===== src/rtl/boot_hdr_pkg.sv =====
package boot_hdr_pkg;

  localparam logic [31:0] HDR_MAGIC = 32'h4152_4348;

  typedef enum logic [2:0] {
    ST_START, ST_FETCH, ST_ANNOUNCE, ST_SERIAL, ST_HANDOFF, ST_BLINK, ST_SLEEP
  } boot_st_e;

  // Order of reads; the sequencer steps through these in sequence.
  typedef enum logic [2:0] {
    FW_MAGIC, FW_DEST, FW_SRC, FW_LEN, FW_TAIL
  } fetch_slot_e;

  // Byte offset of a header word. Descriptor n sits at 8*n (source) and 8*n+4 (size).
  function automatic logic [7:0] slot_offset(fetch_slot_e slot, logic [2:0] sel);
    case (slot)
      FW_MAGIC: slot_offset = 8'h00;
      FW_DEST:  slot_offset = 8'h04;
      FW_SRC:   slot_offset = {2'b00, sel, 3'b000};
      FW_LEN:   slot_offset = {2'b00, sel, 3'b100};
      default:  slot_offset = 8'hFC;
    endcase
  endfunction

endpackage


===== src/rtl/boot_hdr_blink.sv =====
module boot_hdr_blink #(
  parameter int HALF_CYC = 1_000_000,
  parameter int BLINKS   = 4
) (
  input  logic clk,
  input  logic rst_n,
  input  logic en_i,
  output logic led_o,
  output logic done_o
);
  localparam int CW = (HALF_CYC > 1) ? $clog2(HALF_CYC) : 1;
  localparam int TW = $clog2(2 * BLINKS + 1);

  logic [CW-1:0] cnt_q;
  logic [TW-1:0] toggles_q;
  logic          phase_q;
  logic          half_end;

  assign half_end = (cnt_q == CW'(HALF_CYC - 1));
  assign done_o   = (toggles_q == TW'(2 * BLINKS));
  assign led_o    = en_i && !done_o && !phase_q;

  always_ff @(posedge clk) begin
    if (!rst_n || !en_i) begin
      cnt_q     <= '0;
      toggles_q <= '0;
      phase_q   <= 1'b0;
    end else if (!done_o) begin
      if (half_end) begin
        cnt_q     <= '0;
        phase_q   <= ~phase_q;
        toggles_q <= toggles_q + TW'(1);
      end else begin
        cnt_q <= cnt_q + CW'(1);
      end
    end
  end

  AST_LED_DARK_WHEN_DONE: assert property (@(posedge clk) disable iff (!rst_n)
    done_o |-> !led_o);
  AST_TOGGLE_BOUND: assert property (@(posedge clk) disable iff (!rst_n)
    (toggles_q <= TW'(2 * BLINKS)));

endmodule


===== src/rtl/boot_hdr_seq.sv =====
module boot_hdr_seq
  import boot_hdr_pkg::*;
#(
  parameter int              ADDR_W     = 32,
  parameter logic [ADDR_W-1:0] FLASH_BASE = 32'h0200_0000
) (
  input  logic              clk,
  input  logic              rst_n,
  input  logic [2:0]        strap_i,
  output logic              rd_req_o,
  output logic [ADDR_W-1:0] rd_addr_o,
  input  logic              rd_ack_i,
  input  logic [31:0]       rd_data_i,
  input  logic              blink_done_i,
  output logic              fault_o,
  output logic              uart_boot_o,
  output logic              hdr_valid_o,
  output logic [31:0]       dest_o,
  output logic [31:0]       src_o,
  output logic [31:0]       len_o,
  output logic [15:0]       mask_o,
  output logic [15:0]       ver_o,
  output logic              hib_o
);
  boot_st_e    st_q, st_d;
  fetch_slot_e slot_q;
  logic [2:0]  sel_q;
  logic        take;
  logic        magic_hit;

  assign take      = (st_q == ST_FETCH) && rd_ack_i;
  assign magic_hit = (rd_data_i == HDR_MAGIC);

  assign rd_req_o    = (st_q == ST_FETCH);
  assign rd_addr_o   = FLASH_BASE + {{(ADDR_W-8){1'b0}}, slot_offset(slot_q, sel_q)};
  assign uart_boot_o = (st_q == ST_SERIAL);
  assign hdr_valid_o = (st_q == ST_ANNOUNCE);
  assign fault_o     = (st_q == ST_BLINK);
  assign hib_o       = (st_q == ST_SLEEP);

  always_comb begin
    st_d = st_q;
    case (st_q)
      ST_START:    st_d = (strap_i == 3'b000) ? ST_SERIAL : ST_FETCH;
      ST_FETCH: begin
        if (take) begin
          if (slot_q == FW_MAGIC && !magic_hit) st_d = ST_BLINK;
          else if (slot_q == FW_TAIL)           st_d = ST_ANNOUNCE;
        end
      end
      ST_ANNOUNCE: st_d = ST_HANDOFF;
      ST_BLINK:    if (blink_done_i) st_d = ST_SLEEP;
      default:     st_d = st_q;
    endcase
  end

  always_ff @(posedge clk) begin
    if (!rst_n) begin
      st_q   <= ST_START;
      slot_q <= FW_MAGIC;
      sel_q  <= 3'b000;
      dest_o <= '0;
      src_o  <= '0;
      len_o  <= '0;
      mask_o <= '0;
      ver_o  <= '0;
    end else begin
      st_q <= st_d;
      if (st_q == ST_START) sel_q <= strap_i;
      if (take) begin
        case (slot_q)
          FW_DEST: dest_o <= rd_data_i;
          FW_SRC:  src_o  <= rd_data_i;
          FW_LEN:  len_o  <= rd_data_i;
          FW_TAIL: begin
            mask_o <= rd_data_i[31:16];
            ver_o  <= rd_data_i[15:0];
          end
          default: ;
        endcase
        if (slot_q != FW_TAIL) slot_q <= fetch_slot_e'(slot_q + 3'd1);
      end
    end
  end

  AST_REQ_HOLD: assert property (@(posedge clk) disable iff (!rst_n)
    (rd_req_o && !rd_ack_i) |=> (rd_req_o && $stable(rd_addr_o)));
  AST_SERIAL_QUIET: assert property (@(posedge clk) disable iff (!rst_n)
    uart_boot_o |-> !rd_req_o);
  AST_ANNOUNCE_PULSE: assert property (@(posedge clk) disable iff (!rst_n)
    hdr_valid_o |=> !hdr_valid_o);
  AST_SLEEP_AFTER_BLINK: assert property (@(posedge clk) disable iff (!rst_n)
    $rose(hib_o) |-> $past(blink_done_i));
  AST_ONE_OUTCOME: assert property (@(posedge clk) disable iff (!rst_n)
    $onehot0({uart_boot_o, hdr_valid_o, hib_o, rd_req_o}));
  AST_SEL_FROZEN: assert property (@(posedge clk) disable iff (!rst_n)
    (st_q != ST_START) |=> $stable(sel_q));
  AST_HIB_HELD: assert property (@(posedge clk) disable iff (!rst_n)
    hib_o |=> hib_o);

endmodule


===== src/rtl/boot_hdr_parse.sv =====
module boot_hdr_parse #(
  parameter int                ADDR_W      = 32,
  parameter logic [ADDR_W-1:0] FLASH_BASE  = 32'h0200_0000,
  parameter int                BLINK_HALF  = 1_000_000,
  parameter int                BLINK_COUNT = 4
) (
  input  logic              clk,
  input  logic              rst_n,
  input  logic [2:0]        strap_i,
  output logic              rd_req_o,
  output logic [ADDR_W-1:0] rd_addr_o,
  input  logic              rd_ack_i,
  input  logic [31:0]       rd_data_i,
  output logic              uart_boot_o,
  output logic              hdr_valid_o,
  output logic [31:0]       dest_o,
  output logic [31:0]       src_o,
  output logic [31:0]       len_o,
  output logic [15:0]       mask_o,
  output logic [15:0]       ver_o,
  output logic              led_o,
  output logic              hib_o
);
  logic fault_active;
  logic blink_done;

  boot_hdr_seq #(
    .ADDR_W     (ADDR_W),
    .FLASH_BASE (FLASH_BASE)
  ) seq_i (
    .clk          (clk),
    .rst_n        (rst_n),
    .strap_i      (strap_i),
    .rd_req_o     (rd_req_o),
    .rd_addr_o    (rd_addr_o),
    .rd_ack_i     (rd_ack_i),
    .rd_data_i    (rd_data_i),
    .blink_done_i (blink_done),
    .fault_o      (fault_active),
    .uart_boot_o  (uart_boot_o),
    .hdr_valid_o  (hdr_valid_o),
    .dest_o       (dest_o),
    .src_o        (src_o),
    .len_o        (len_o),
    .mask_o       (mask_o),
    .ver_o        (ver_o),
    .hib_o        (hib_o)
  );

  boot_hdr_blink #(
    .HALF_CYC (BLINK_HALF),
    .BLINKS   (BLINK_COUNT)
  ) blink_i (
    .clk    (clk),
    .rst_n  (rst_n),
    .en_i   (fault_active),
    .led_o  (led_o),
    .done_o (blink_done)
  );

  AST_LED_ONLY_IN_FAULT: assert property (@(posedge clk) disable iff (!rst_n)
    led_o |-> (!hdr_valid_o && !uart_boot_o && !rd_req_o));

endmodule


===== config.mk =====
export PLATFORM = sky130hd
export DESIGN_NAME = boot_hdr_parse
export DESIGN_NICKNAME = d
export VERILOG_FILES = /design/src/rtl/boot_hdr_pkg.sv /design/src/rtl/boot_hdr_blink.sv /design/src/rtl/boot_hdr_seq.sv /design/src/rtl/boot_hdr_parse.sv
export SDC_FILE = /design/constraint.sdc
export NUM_CORES = 1
export LEC_CHECK = 0
export ABC_AREA = 1
export ABC_CLOCK_PERIOD_IN_PS = 1600
export BUFFER_PORTS_ARGS = -buffer_cell sky130_fd_sc_hd__buf_4
export CORE_ASPECT_RATIO = 0.5
export CORE_UTILIZATION = 30
export CTS_BUF_LIST = sky130_fd_sc_hd__clkbuf_2 sky130_fd_sc_hd__clkbuf_4 sky130_fd_sc_hd__clkbuf_8
export DETAILED_ROUTE_END_ITERATION = 6
export SETUP_SLACK_MARGIN = 0.1
export SLEW_MARGIN = 20
export SYNTH_ARGS = -nofsm -noshare
export SYNTH_HDL_FRONTEND = slang
export SYNTH_SLANG_ARGS = --single-unit

===== constraint.sdc =====
create_clock -name clk -period 1.6 [get_ports clk]
set_input_delay 0.08 -clock clk [delete_from_list [all_inputs] [get_ports clk]]
set_output_delay 0.08 -clock clk [all_outputs]
set_load 0.05 [all_outputs]

==> results.yml, run 1 <==
route:
  drt_pass1_iterations: 5
  routed_wl_um: 25900
  wl_per_cell_um: 17.1
  dr_total_vias: 7312
  ant_nets: 0
  via_per_inst: 4.85
  drc_errors: 0
  drt_iter0_markers: 527
synth:
  synth_largest_area_cell: "dfxtp_1"
  ys_seq_area_share_pct: 48.8
  async_reset_ff_share_pct: 0
  ys_seq_elements: 162
  yosysUniqueCellTypes: 34
  synthTopCellsByArea: "dfxtp_1 49%, a21oi_1 8.9%, nand2_1 6.4%"
  synth-edff-count: 0
  syn-cell-area_mm2: 0.00664
  synth_warnings: 0
  synth-main-ff-cell: "dfxtp_1"
  avgSynthCellArea_um2: 7.70
  netlist_instances: 862
  synth_top_area_share_pct: 48.8
cts:
  root_buffer: "clkbuf_8"
  insertion_delay_ns: 0.48
  clk_pin_slew_ns: 0.09
  cts_tree: "done"
  cts_made_buffers: 17
  cts_buffer_depth: 2
  cts.sink_count: 162
  htree_num_levels: 4
power:
  power_density_mw_per_mm2: 954
  combinationalPowerShare_pct: 33.6
  p_int_w: 0.00702
  p_sw_share_pct: 37.5
  p_switching_w: 0.00421
  power_w: 0.0112
  p_clk_share_pct: 27.0
  leakagePower_nw: 4.97
  seqPwrFrac_pct: 39.4
  ir_drop_mv: 0.543
timing:
  maxSlewViolCount: 0
  min_period_ns: 1.78
  skew_ns: 0.0316
  holdWs_ns: 0.0288
  fin_crit_sh_pct: 111
  setup_tns_ns: -15.67
  tightest_slew_ns: 0.584
  finalSetupViolations: 142
  timing.fmax_mhz: 562
  slew_headroom_pct: 61.1
  setup_ws_ns: -0.180
  rsz0062_at_grt: "yes"
  finalHoldViolCount: 0
floorplanning:
  die_w_um: 212
  dieArea_mm2: 0.0228
  fp.dieH_um: 107
  pin_count: 203
  core-area_mm2: 0.0217
  num_rows: 38
  initial_utilization_pct: 30.6
worst_setup_path:
  crit_family: "buffers and inverters"
  critPathRequiredTime_ns: 1.99
  worst_setup_path_start_kind: "flip-flop"
  slowest_delay_ns: 0.35
  path_depth: 14
  cp_data_arrival_time_ns: 2.17
  crit_chain: "inv_2, nor2_4, buf_6, inv_8, nor2_8, inv_4, nor2_8, buf_12, nand3_4, inv_8, buf_12, buf_12, o21ai_2, a21oi_2"
  path_common_cell: "buf_12"
  cp_slowest_cell: "dfxtp_2"
  path_buf_inv: 8
  end_kind: "flip-flop"
  cp_max_fo: 8
  worst-r2r-cell-count: 14
  path_class: "flip-flop to flip-flop"
placement:
  pre_cts_slack_ns: -0.0744
  portBuffers: 176
  gp_congestion: 0.834
  place_hpwl_um: 15600
status:
  status: "complete, but fails checks"
  failed_checks: "negative setup slack"
cells_and_area:
  final_core_util_pct: 54.2
  fin_nets: 1241
  regArea_mm2: 0.00327
  multiInputGateArea_mm2: 0.00392
  drive_above_1_share_pct: 50.4
  fillerInstances: 1889
  syn_to_final_growth_pct: 77.1
grt:
  grt_pass1_vias: 6907
  grt_overflow: 0
  antenna_found_initial: 1
  grt_pass1_wl_um: 37100
  grt_use_total_pct: 21.1
  grt_max_degree: 106
min_path:
  min_path_type: "input port to flip-flop"
  hold_path_depth: 5
run:
  cap_viol_max_count: 0
sequential cells by signal (all words and copies together), names as in the netlist:
| register | cells |
|---|---|
| blink_i.toggles_q | 4 |
| seq_i.slot_q | 3 |
| blink_i.phase_q | 1 |
| seq_i.mask_o | 16 |
| seq_i.src_o | 32 |
| seq_i.st_q | 3 |
| seq_i.ver_o | 16 |
| seq_i.sel_q | 3 |
| blink_i.cnt_q | 20 |
| seq_i.dest_o | 32 |
| seq_i.len_o | 32 |
layout make-up:
type / count / area share, %
tap: 300 / 3.19
timing repair buffer: 359 / 29.7
multi-input combinational: 583 / 33.3
inverter: 72 / 2.70
sequential: 162 / 27.8
antenna: 1 / 0.0213
clock buffer: 17 / 1.99
clock inverter: 14 / 1.24
cells in the mapped netlist, drive strengths merged (2+ instances only):
cell and n:
nor2 113, dfxtp 162, buf 46, o21ai 109, nand4 9, nor3 17, ha 8, nand3 52
a211oi 2, xor2 6, nand2 113, clkbuf 23, xnor2 2, conb 2, or2 3, a21oi 118
inv 71
layer usage:
layer,vias up,global-route usage [%],share of wire [%]
met2,219,36.8,51
met5,-,0,0
met3,64,4.42,4.7
met4,0,8.27,3.2
met1,3561,25.4,41
li1,3468,-,-
worst paths after layout:
| kind | start | end | slack, ns |
|---|---|---|---|
| setup / recovery | seq_i.st_q[0] | seq_i.dest_o[26] | -0.18 |
| hold / removal | rst_n | blink_i.toggles_q[2] | 0.03 |
| setup reg to reg | seq_i.st_q[0] | seq_i.dest_o[26] | -0.18 |
| hold reg to reg | seq_i.len_o[25] | seq_i.len_o[25] | 0.48 |
per-stage QoR:
stage	cells	area, um2
5_1_grt	1508	11800
2_1_floorplan	886	6990
6_report	1508	11800
4_1_cts	1487	11000
3_5_place_dp	1367	8810
3_3_place_gp	1367	8810
worst reg2reg max path: stages (launching register included):
cell,delay (ns)
dfxtp_2,0.35
inv_2,0.05
nor2_4,0.11
buf_6,0.12
inv_8,0.04
nor2_8,0.09
inv_4,0.05
nor2_8,0.15
buf_12,0.12
nand3_4,0.11
inv_8,0.13
buf_12,0.11
buf_12,0.13
o21ai_2,0.07
a21oi_2,0.12
placed cells by master (no fill, tap or decap), types with 7 or more instances in the layout:
master and n:
o21ai_1 70, inv_1 50, nand4_1 9, nand3_1 21
a21oi_1 49, nand2_4 19, nor2_1 92, buf_8 8
nand2_1 76, dfxtp_1 147, nand3_2 22, dlygate4sd3_1 34
buf_6 35, a21oi_2 67, buf_4 249, nor2_4 10
nand3_4 9, buf_16 11, conb_1 26, nand2_2 17
dfxtp_2 10, clkbuf_8 17, buf_12 18, nor3_2 7
nor2_2 7, o21ai_2 32, inv_2 11
cells by family after synthesis:
family                   after synthesis  share of synthesized area [%]
AO/OA/AOI/OAI                        231                           17.5
other                                  2                          0.113
AND/OR/NAND/NOR                      310                           20.8
buffers and inverters                141                           10.2
XOR/XNOR                               8                           1.06
adder cells (fa/ha/maj)                8                           1.51
flip-flops                           162                           48.8
power by group through the flow:
stage | logic (W) | clock network (W) | registers [W]
after floorplan | 0.00147 | 0 | 0.00487
after global placement | 0.00263 | 0 | 0.00447
after detailed placement | 0.00266 | 0 | 0.00447
after CTS | 0.00344 | 0.00309 | 0.00441
after global routing | 0.00395 | 0.00328 | 0.00445
final | 0.00377 | 0.00303 | 0.00442
repair_timing:
item	4_1_cts	5_1_grt
endpoints found under the setup margin	138	167
buffers inserted	42	24
hold buffers	34	0
hold endpoints to repair	75	0
cloned	14	5
pin swaps	67	71
gates resized for setup	200	158
Power figures use the tool's default switching activity.
==> inputs of run 2 (changes only) <==
==> constraint.sdc (replaced) <==
create_clock -name clk -period 1.6 [get_ports clk]
set_input_delay 0.08 -clock clk [delete_from_list [all_inputs] [get_ports clk]]
set_output_delay 0.08 -clock clk [all_outputs]
set_load 0.1 [all_outputs]
==> results.yml, run 2 (same netlist as run 1, synthesis figures left out) <==
power:
  power_density_mw_per_mm2: 1040
  leakagePower_nw: 5.12
  ir_drop_mv: 0.717
  p_clk_share_pct: 27.0
  p_int_w: 0.00774
  seqPwrFrac_pct: 34.3
  p_switching_w: 0.00524
  combinationalPowerShare_pct: 38.7
  p_sw_share_pct: 40.4
timing:
  holdWs_ns: 0.0780
  skew_ns: 0.0213
  setup_ws_ns: -0.252
  min_period_ns: 1.85
  timing.fmax_mhz: 540
  maxSlewViolCount: 0
  fin_crit_sh_pct: 116
  rsz0062_at_grt: "yes"
  finalHoldViolCount: 0
  slew_headroom_pct: 58.3
  tightest_slew_ns: 0.625
  setup_tns_ns: -14.61
  finalSetupViolations: 139
cts:
  cts_made_buffers: 17
  htree_num_levels: 4
  cts_tree: "done"
  clk_pin_slew_ns: 0.09
  insertion_delay_ns: 0.46
  root_buffer: "clkbuf_8"
  cts.sink_count: 162
  cts_buffer_depth: 2
worst_setup_path:
  path_common_cell: "nor2_8"
  cp_slowest_cell: "dfxtp_4"
  slowest_delay_ns: 0.37
  critPathRequiredTime_ns: 1.99
  rr_endpoint: "seq_i.mask_o[2]"
  path_class: "flip-flop to flip-flop"
  path_buf_inv: 7
  crit_family: "buffers and inverters"
  r2r_slack_ns: -0.25
  crit_chain: "inv_4, nor2_4, inv_2, nor2_8, inv_4, nor2_8, inv_8, buf_12, nor2_8, buf_6, buf_6, o21ai_0, a21oi_2"
  worst-r2r-cell-count: 13
  cp_data_arrival_time_ns: 2.24
  end_kind: "flip-flop"
  cp_max_fo: 5
  worst_setup_path_start_kind: "flip-flop"
  worstReg2RegStart: "seq_i.st_q[0]"
cells_and_area:
  drive_above_1_share_pct: 56.8
  mostFrequentLayoutCells: "245 x buf_4, 141 x dfxtp_1, 79 x a21oi_2, 76 x nor2_1, 72 x nand2_1"
  syn_to_final_growth_pct: 87.2
  final_area_mm2: 0.0124
  fin_nets: 1254
  top_regs: "seq_i.dest_o x32, seq_i.len_o x32, seq_i.src_o x32"
  layout_commonest_cell: "buf_4"
  fillerInstances: 1766
floorplanning:
  die_w_um: 212
  initial_utilization_pct: 30.6
  num_rows: 38
  fp.dieH_um: 107
  core-area_mm2: 0.0217
  dieArea_mm2: 0.0228
  pin_count: 203
placement:
  pre_cts_slack_ns: -0.0945
  gp_congestion: 0.844
  postPlaceCellArea_mm2: 0.00887
  place_hpwl_um: 15500
  portBuffers: 176
min_path:
  min_path_type: "input port to flip-flop"
  hold-path-endpoint: "seq_i.dest_o[21]"
  hold_start: "rd_data_i[21]"
  hold_path_depth: 4
grt:
  grt_pass1_wl_um: 38900
  grt_pass1_vias: 7245
  grt_overflow: 0
  grt_max_degree: 106
  grt_use_total_pct: 22.1
  antenna_found_initial: 1
route:
  drc_errors: 0
  via_per_inst: 4.99
  wl_per_cell_um: 18.2
  routed_wl_um: 27700
  dr_total_vias: 7588
  drt_iter0_markers: 587
  ant_nets: 0
  drt_pass1_iterations: 7
status:
  status: "complete, but fails checks"
  failed_checks: "negative setup slack"
run:
  cap_viol_max_count: 0
-- run 2: layer usage --
metal  GRT usage, %  up-vias  share of wire, %
met4           8.94        0               3.5
met1           26.9     3737                40
met2           38.0      269                52
met3           4.83       73               4.4
li1               -     3509                 -
met5              0        -                 0
-- run 2: worst max-delay path by stage --
stage,start,endpoint,slack [ns],cells after the start
after floorplan,seq_i.st_q[0],seq_i.mask_o[10],-0.21,11
after global placement,blink_i.cnt_q[1],blink_i.phase_q,-0.04,8
after detailed placement,blink_i.cnt_q[1],blink_i.phase_q,-0.09,8
after CTS,blink_i.toggles_q[0],led_o,-0.18,7
after global routing,seq_i.st_q[0],seq_i.mask_o[2],-0.34,13
final,seq_i.st_q[0],seq_i.mask_o[2],-0.25,13
-- run 2: power groups by stage --
| stage | clock network (W) | registers, W | logic [W] |
|---|---|---|---|
| after CTS | 0.00352 | 0.00444 | 0.00470 |
| after global placement | 0 | 0.00450 | 0.00356 |
| after floorplan | 0 | 0.00535 | 0.00192 |
| final | 0.00350 | 0.00446 | 0.00502 |
| after detailed placement | 0 | 0.00450 | 0.00359 |
| after global routing | 0.00370 | 0.00448 | 0.00524 |
-- run 2: area by class of cell --
cell class,instances,area [um2],share of cell area [%]
Multi-Input combinational cell,584,4250,34.2
Timing Repair Buffer,370,3720,29.9
Sequential cell,162,3290,26.5
Tap cell,300,375,3.02
Inverter,72,333,2.68
Clock buffer,17,234,1.88
Clock inverter,14,215,1.73
Timing Repair inverter,1,11.3,0.0906
Antenna cell,1,2.50,0.0201
-- run 2: per-stage QoR --
stage / utilization, % / total power (W) / cells
after floorplan: - / 0.00727 / 886
after global placement: 40.9 / 0.00806 / 1367
after detailed placement: 40.9 / 0.00809 / 1367
after CTS: 52.7 / 0.0127 / 1499
after global routing: 57.3 / 0.0134 / 1521
final: 57.3 / 0.0130 / 1521
-- run 2: timing repair --
item	in CTS	in global routing
endpoints found under the hold margin	74	0
setup buffers	47	29
gates cloned	21	3
endpoints found under the setup margin	145	167
resized for setup	225	249
hold buffers	35	0
pin swaps	86	78
-- run 2: tightest hold or removal path: cells and delay by family --
family | cells | cell delay (ns)
buffers and inverters | 3 | 0.32
AO/OA/AOI/OAI | 1 | 0.10
==> inputs of run 3 (changes only) <==
--- a/config.mk
+++ b/config.mk
@@ -12,6 +12,7 @@
 export CORE_UTILIZATION = 30
 export CTS_BUF_LIST = sky130_fd_sc_hd__clkbuf_2 sky130_fd_sc_hd__clkbuf_4 sky130_fd_sc_hd__clkbuf_8
 export DETAILED_ROUTE_END_ITERATION = 6
+export MAX_ROUTING_LAYER = met4
 export SETUP_SLACK_MARGIN = 0.1
 export SLEW_MARGIN = 20
 export SYNTH_ARGS = -nofsm -noshare
==> results.yml, run 3 (same netlist as run 1, synthesis figures left out) <==
status:
  failed_checks: "negative setup slack"
  status: "complete, but fails checks"
route:
  drt_pass1_iterations: 5
  ant_nets: 0
  via_per_inst: 4.97
  routed_wl_um: 27400
  drc_errors: 0
  dr_total_vias: 7542
  wl_per_cell_um: 18.0
  drt_iter0_markers: 530
timing:
  holdWs_ns: 0.0681
  min_period_ns: 1.86
  tightest_slew_ns: 0.548
  rsz0062_at_grt: "yes"
  maxSlewViolCount: 0
  skew_ns: 0.0219
  finalHoldViolCount: 0
  finalSetupViolations: 143
  setup_tns_ns: -14.66
  slew_headroom_pct: 63.4
  fin_crit_sh_pct: 116
  setup_ws_ns: -0.257
  timing.fmax_mhz: 538
floorplanning:
  initial_utilization_pct: 30.6
  pin_count: 203
  die_w_um: 212
  fp.dieH_um: 107
  core-area_mm2: 0.0217
  dieArea_mm2: 0.0228
  num_rows: 38
grt:
  antenna_found_initial: 0
  grt_max_degree: 106
  grt_pass1_wl_um: 38900
  grt_overflow: 0
  grt_use_total_pct: 22.8
  grt_pass1_vias: 7224
cells_and_area:
  layout_commonest_cell: "buf_4"
  syn_to_final_growth_pct: 86.1
  fillerInstances: 1767
  mostFrequentLayoutCells: "246 x buf_4, 141 x dfxtp_1, 80 x a21oi_2, 77 x nor2_1, 72 x nand2_1"
  top_regs: "seq_i.dest_o x32, seq_i.len_o x32, seq_i.src_o x32"
  layout.cells.non_filler: 1519
  n_antenna_cell: 0
  drive_above_1_share_pct: 55.6
  final_area_mm2: 0.0124
  fin_nets: 1253
placement:
  place_hpwl_um: 15500
  portBuffers: 176
  postPlaceCellArea_mm2: 0.00887
  place_inst: 1367
  gp_congestion: 0.857
worst_setup_path:
  r2r_slack_ns: -0.26
  worst_setup_path_start_kind: "flip-flop"
  rr_endpoint: "seq_i.mask_o[2]"
  crit_chain: "inv_4, nor2_4, inv_2, nor2_8, inv_4, nor2_8, inv_8, buf_12, nor2_8, buf_6, buf_6, o21ai_0, a21oi_2"
  path_class: "flip-flop to flip-flop"
  path_common_cell: "nor2_8"
  cp_max_fo: 5
  end_kind: "flip-flop"
  worstReg2RegStart: "seq_i.st_q[0]"
  cp_data_arrival_time_ns: 2.25
  critPathRequiredTime_ns: 2.00
  worst-r2r-cell-count: 13
  cp_slowest_cell: "dfxtp_4"
  slowest_delay_ns: 0.36
cts:
  cts_buffer_depth: 2
  cts_tree: "done"
  clk_pin_slew_ns: 0.09
  root_buffer: "clkbuf_8"
  cts.sink_count: 162
  cts_made_buffers: 17
  htree_num_levels: 4
  insertion_delay_ns: 0.47
min_path:
  hold-path-endpoint: "seq_i.st_q[0]"
  hold_start: "rd_ack_i"
  min_path_type: "input port to flip-flop"
  hold_path_depth: 6
power:
  ir_drop_mv: 0.699
  power_density_mw_per_mm2: 1050
  leakagePower_nw: 5.12
run:
  cap_viol_max_count: 0
run 3: changes by cell type in the layout (fill, tap and decap cells not counted), sizes merged:
cell   delta
inv       -1
diode     -1
run 3: worst max path at each step:
stage	startpoint	to	slack [ns]
after floorplan	seq_i.st_q[0]	seq_i.mask_o[10]	-0.21
after global placement	blink_i.cnt_q[1]	blink_i.phase_q	-0.04
after detailed placement	blink_i.cnt_q[1]	blink_i.phase_q	-0.09
after CTS	blink_i.toggles_q[0]	led_o	-0.18
after global routing	seq_i.st_q[0]	seq_i.mask_o[2]	-0.32
final	seq_i.st_q[0]	seq_i.mask_o[2]	-0.26
run 3: power breakdown:
group / total, W / switching (W) / leakage [nW] / internal (W)
Sequential: 0.00445 / 0.000207 / 1.32 / 0.00425
Clock: 0.00350 / 0.00175 / 0.227 / 0.00175
Combinational: 0.00500 / 0.00327 / 3.58 / 0.00173
run 3: layout make-up:
class | instances | area, um2 | share of cell area [%]
Clock buffer | 17 | 234 | 1.89
Clock inverter | 14 | 215 | 1.74
Inverter | 72 | 342 | 2.76
Multi-Input combinational cell | 584 | 4200 | 34.0
Sequential cell | 162 | 3290 | 26.6
Tap cell | 300 | 375 | 3.04
Timing Repair Buffer | 370 | 3700 | 29.9
run 3: critical path: cells and delay by family, from the launching register on:
family | cells | cell delay (ns)
AND/OR/NAND/NOR | 4 | 0.56
flip-flops | 1 | 0.36
buffers and inverters | 7 | 0.62
AO/OA/AOI/OAI | 2 | 0.27
run 3: timing repair:
action / 4_1_cts / 5_1_grt
buffers inserted: 47 / 30
gates resized for setup: 225 / 236
gates cloned: 21 / 2
hold buffers: 35 / 0
hold endpoints to repair: 74 / 0
setup endpoints to repair: 145 / 167
pin swaps: 86 / 68
run 3: through the flow:
step / utilization [%] / setup WS (ns) / power [W]
CTS: 52.7 / -0.178 / 0.0127
finish: 57.0 / -0.257 / 0.0130
detailed placement: 40.9 / -0.0945 / 0.00809
floorplan: - / -0.210 / 0.00727
global route: 57.0 / -0.325 / 0.0134
global placement: 40.9 / -0.0395 / 0.00806
run 3: metal layers:
layer / track usage, % / vias up / part of all wire [%]
met5: - / - / 0
met3: 4.86 / 86 / 4.0
met1: 27.0 / 3718 / 41
li1: - / 3502 / -
met2: 37.9 / 236 / 51
met4: 8.94 / 0 / 4.0
